===== src/rtl/tcap_pkg.sv =====
package tcap_pkg;
  localparam int MODE_W = 4;
  localparam int PS_W   = 4;

  typedef enum logic [2:0] {
    EV_OFF, EV_FALL, EV_RISE, EV_RISE4, EV_RISE16
  } ev_kind_t;

  function automatic ev_kind_t decode_mode(input logic [MODE_W-1:0] m);
    case (m)
      4'b0100: return EV_FALL;
      4'b0101: return EV_RISE;
      4'b0110: return EV_RISE4;
      4'b0111: return EV_RISE16;
      default: return EV_OFF;
    endcase
  endfunction

  function automatic logic uses_prescaler(input ev_kind_t k);
    return (k == EV_RISE4) || (k == EV_RISE16);
  endfunction

  // terminal count of the prescaler: ratio minus one
  function automatic logic [PS_W-1:0] prescale_last(input ev_kind_t k);
    case (k)
      EV_RISE4:  return PS_W'(3);
      EV_RISE16: return PS_W'(15);
      default:   return '0;
    endcase
  endfunction
endpackage


===== src/rtl/tcap_sync.sv =====
module tcap_sync #(
  parameter int STAGES = 2
) (
  input  logic clk,
  input  logic rst_n,
  input  logic din,
  output logic rise,
  output logic fall
);
  localparam int TOP = STAGES;

  logic [TOP:0] sh;

  always_ff @(posedge clk or negedge rst_n) begin
    if (!rst_n) sh <= '0;
    else        sh <= {sh[TOP-1:0], din};
  end

  assign rise =  sh[TOP-1] & ~sh[TOP];
  assign fall = ~sh[TOP-1] &  sh[TOP];
endmodule


===== src/rtl/tcap_prescale.sv =====
module tcap_prescale #(
  parameter int W = 4
) (
  input  logic         clk,
  input  logic         rst_n,
  input  logic         clear,
  input  logic         active,
  input  logic         rise_in,
  input  logic [W-1:0] last,
  output logic         hit,
  output logic [W-1:0] cnt
);
  logic at_last;

  assign at_last = (cnt >= last);
  assign hit     = active & rise_in & at_last;

  always_ff @(posedge clk or negedge rst_n) begin
    if (!rst_n)                cnt <= '0;
    else if (clear)            cnt <= '0;
    else if (active && rise_in) cnt <= at_last ? '0 : cnt + W'(1);
  end
endmodule


===== src/rtl/tcap_unit.sv =====
module tcap_unit #(
  parameter int TW          = 16,
  parameter int SYNC_STAGES = 2
) (
  input  logic                       clk,
  input  logic                       rst_n,
  input  logic                       cap_in,
  input  logic [tcap_pkg::MODE_W-1:0] mode,
  input  logic                       tsel,
  input  logic [TW-1:0]              timer_a,
  input  logic [TW-1:0]              timer_b,
  input  logic                       flag_clr,
  output logic [TW-1:0]              cap_value,
  output logic                       cap_flag
);
  import tcap_pkg::*;

  ev_kind_t        kind;
  logic            cap_mode;
  logic            ps_active;
  logic            edge_rise;
  logic            edge_fall;
  logic            ps_hit;
  logic [PS_W-1:0] ps_cnt;
  logic            fire;
  logic [TW-1:0]   tsample;

  assign kind      = decode_mode(mode);
  assign cap_mode  = (kind != EV_OFF);
  assign ps_active = uses_prescaler(kind);
  assign tsample   = tsel ? timer_b : timer_a;

  tcap_sync #(.STAGES(SYNC_STAGES)) u_sync (
    .clk  (clk),
    .rst_n(rst_n),
    .din  (cap_in),
    .rise (edge_rise),
    .fall (edge_fall)
  );

  tcap_prescale #(.W(PS_W)) u_ps (
    .clk    (clk),
    .rst_n  (rst_n),
    .clear  (!cap_mode),
    .active (ps_active),
    .rise_in(edge_rise),
    .last   (prescale_last(kind)),
    .hit    (ps_hit),
    .cnt    (ps_cnt)
  );

  always_comb begin
    case (kind)
      EV_FALL:   fire = edge_fall;
      EV_RISE:   fire = edge_rise;
      EV_RISE4,
      EV_RISE16: fire = ps_hit;
      default:   fire = 1'b0;
    endcase
  end

  always_ff @(posedge clk or negedge rst_n) begin
    if (!rst_n) begin
      cap_value <= '0;
      cap_flag  <= 1'b0;
    end else begin
      if (fire) cap_value <= tsample;
      if (fire)          cap_flag <= 1'b1;
      else if (flag_clr) cap_flag <= 1'b0;
    end
  end
endmodule


===== config.mk =====
export PLATFORM = sky130hd
export DESIGN_NAME = tcap_unit
export DESIGN_NICKNAME = d
export VERILOG_FILES = /design/src/rtl/tcap_pkg.sv /design/src/rtl/tcap_sync.sv /design/src/rtl/tcap_prescale.sv /design/src/rtl/tcap_unit.sv
export SDC_FILE = /design/constraint.sdc
export NUM_CORES = 1
export LEC_CHECK = 0
export BUFFER_PORTS_ARGS = -buffer_cell sky130_fd_sc_hd__buf_4
export CORE_MARGIN = 2
export CORE_UTILIZATION = 42
export DETAILED_ROUTE_END_ITERATION = 12
export PLACE_DENSITY = 0.81
export SLEW_MARGIN = 30
export SYNTH_ARGS = -nofsm -noshare
export SYNTH_HDL_FRONTEND = slang
export SYNTH_HIERARCHICAL = 1
export SYNTH_SLANG_ARGS = --single-unit

===== constraint.sdc =====
create_clock -name clk -period 2.2 [get_ports clk]
set_input_delay 0.55 -clock clk [delete_from_list [all_inputs] [get_ports clk]]
set_output_delay 0.55 -clock clk [all_outputs]
set_load 0.01 [all_outputs]

==> impl_metrics.py <==
metrics = {
    "power": {
        "ir_drop_mv": 0.463,
        "combPwrFrac_pct": 35.6,
        "p_int_w": 0.000855,
        "p_seq_share_pct": 48.8,
        "p_leak_nw": 0.960,
        "powerDensity_nw_per_um2": 570,
        "switching_share_pct": 26.8,
        "clock_power_share_pct": 15.5,
        "p_switching_w": 0.000313,
    },
    "outcome": {
        "violations": "negative setup slack",
        "status": "complete, but fails checks",
    },
    "setup_path": {
        "crit_type": "in -> reg",
        "crit_required_ns": 2.40,
        "crit_chain": "buf_6 > nand2b_4 > nor2_4 > and2_4 > inv_2 > ha_4 > o21a_1 > nor2_2 > nor3_2 > nor2b_2 > a211oi_4 > buf_6 > clkbuf_16 > mux2_2",
        "slowest_stage": "mux2_2",
        "end_kind": "flop",
        "r2r_cells": 10,
        "cpPeakStageDelay_ns": 0.32,
        "worstPathArrival_ns": 2.60,
        "critical_path.top_delay_family": "simple AND/OR/NAND/NOR gates",
        "start_kind": "input pin",
        "rrSetupSlack_ns": -0.03,
        "path_common_cell": "buf_6",
        "path_buf_inv": 4,
        "reg2reg_to": "cap_value[6]$_DFFE_PN0P_",
        "crit_path_max_fanout": 8,
        "rr_startpoint": "u_ps/cnt[0]$_DFFE_PN0P_",
    },
    "floorplan": {
        "die-area_um2": 3570,
        "placement_rows": 20,
        "die_height_um": 59.7,
        "ios": 58,
        "start_util_pct": 43.4,
        "die_w_um": 59.7,
        "core_area_um2": 3000,
    },
    "yosys": {
        "synth_top_area_share_pct": 46.1,
        "syn_inst": 103,
        "synth.avg_cell_area_um2": 12.7,
        "ys_warn_count": 6,
        "ys_top_cells_by_area": "dfrtp_1, mux2_2, ha_1, a2111oi_4, inv_1",
        "post-synth-top-area-cell": "dfrtp_1",
        "syn_nets": 149,
        "syn-cell-area_um2": 1300,
        "yosysUniqueCellTypes": 26,
        "ys_ff_latch": 24,
        "synth.yosys.seq_area_share_pct": 46.1,
    },
    "clocking": {
        "insertion_delay_ns": 0.30,
        "cts_buffers": 3,
        "ctsHoldBuffers": 0,
        "clockRootBuffer": "clkbuf_4",
        "htree_levels": 1,
        "cts_tree": "yes",
        "clock_sinks": 24,
        "clk_pin_slew_ns": 0.12,
        "cts_buffer_depth": 2,
    },
    "routing": {
        "viasPerCell": 5.06,
        "drc": 0,
        "drt-total-wl_um": 3260,
        "vias": 1052,
        "routedWlPerCell_um": 15.7,
        "drtPass1Iterations": 4,
        "postRouteAntennaNets": 0,
        "first_iter_violations": 23,
    },
    "sta": {
        "slew_violations": 0,
        "rsz0062_at_grt": "true",
        "finalSetupViolCount": 17,
        "hold_violations": 0,
        "max_freq_ghz": 0.415,
        "fin_ws_ns": -0.208,
        "worst_pin_slew_ns": 0.342,
        "period_share_pct": 109,
        "worst_clock_skew_ns": 0.00839,
        "holdWs_ns": 0.106,
        "maxSlewHeadroom_pct": 77.1,
        "finalCriticalPeriod_ns": 2.41,
    },
    "cells_and_area": {
        "n_antenna_cell": 0,
        "area_delta_synth_final_pct": 57.2,
        "nets": 223,
        "final_cell_mix": "buf_4, mux2_2, dfrtp_1",
        "final_layout_size_suffix_gt1_share_pct": 70.9,
        "mostFrequentLayoutCell": "buf_4",
        "fin_util_pct": 68.3,
    },
    "global_routing": {
        "grt_overflow": 0,
        "grt_pass1_vias": 1060,
        "grt_antenna_before_repair": 0,
        "grt_usage_pct": 18.2,
        "grt_pass1_wl_um": 4840,
        "grt_max_degree": 25,
    },
    "flow_run": {
        "maxCapViolations": 0,
    },
    "placement": {
        "hpwl_um": 2310,
        "io_buffers": 57,
        "gp_congestion": 0.850,
    },
    "worst_hold_path": {
        "min_path_type": "in -> async",
    },
}
-- routing by layer --
metal	wire length (µm)	GRT usage, %	share of wire [%]	vias to the layer above
met3	114	2.38	3.5	2
met5	0	0	0	-
met4	21	6.67	0.64	0
met1	1310	21.0	40	518
met2	1810	33.9	56	23
li1	-	-	-	509
-- layout make-up --
cell class,count,area [µm²]
sequential,24,601
clock buffer,3,22.5
timing repair buffer,72,596
multi-input combinational,70,767
tap,33,41.3
fill,224,953
inverter,6,22.5
-- worst max-delay path by stage --
stage,start,end,cells after the start
6_report,mode[3],cap_value[11]$_DFFE_PN0P_,14
5_1_grt,mode[3],cap_value[1]$_DFFE_PN0P_,14
4_1_cts,mode[3],cap_value[5]$_DFFE_PN0P_,13
3_5_place_dp,mode[3],cap_value[5]$_DFFE_PN0P_,13
3_3_place_gp,mode[3],cap_value[12]$_DFFE_PN0P_,12
2_1_floorplan,mode[3],cap_value[10]$_DFFE_PN0P_,12
-- state kept, by name (all words and copies together) (netlist names) --
register and flops:
cap_value 16, u_ps/cnt 4, u_sync/sh 3, cap_flag 1
-- through the flow --
step,TNS (ns),total power [W],worst slack [ns],instance area [µm²],cells
finish,-2.89,0.00117,-0.208,2050,208
global route,-4.24,0.00123,-0.291,2050,208
CTS,-1.76,0.00113,-0.130,1880,203
detailed placement,-7.39,0.000956,-0.444,1860,200
global placement,-6.49,0.000944,-0.384,1860,200
floorplan,-6.71,0.000733,-0.463,1320,103
-- repair_timing --
item / 4_1_cts / 5_1_grt
gates cloned: 0 / 2
setup buffers: 0 / 3
resized for setup: 0 / 20
setup endpoints to repair: 16 / 17
pin swaps: 0 / 1
-- cells in the mapped netlist --
cell and n:
a2111oi_4 1, a211oi_4 1, a21o_2 1, a21oi_1 3
a31oi_1 1, and2_2 1, and2b_2 1, buf_2 1
buf_6 1, clkbuf_1 1, dfrtp_1 24, ha_1 5
inv_1 6, mux2_2 32, mux2i_1 2, nand2_1 5
nand2b_1 1, nand2b_4 1, nand3_1 2, nor2_1 4
nor2b_1 2, nor3_1 1, o2111ai_1 2, o211ai_1 1
o21a_1 1, o21ai_0 2
-- power groups by stage --
stage                     sequential [W]  combinational, W  clock, W
after CTS                       0.000568          0.000381  0.000186
after global routing            0.000580          0.000443  0.000207
after detailed placement        0.000576          0.000380         0
final                           0.000570          0.000416  0.000182
after global placement          0.000573          0.000371         0
after floorplan                 0.000606          0.000127         0
-- cells by family (layout without fill, tap and decap cells) --
group | after synthesis | after routing | share of synthesized area, %
compound gates | 13 | 13 | 9.21
fa+ha+maj | 5 | 5 | 4.80
buf+inv | 9 | 81 | 3.26
flops | 24 | 24 | 46.1
mux | 34 | 34 | 29.2
simple gates | 18 | 18 | 7.49
(Power assumes the default switching activity.)
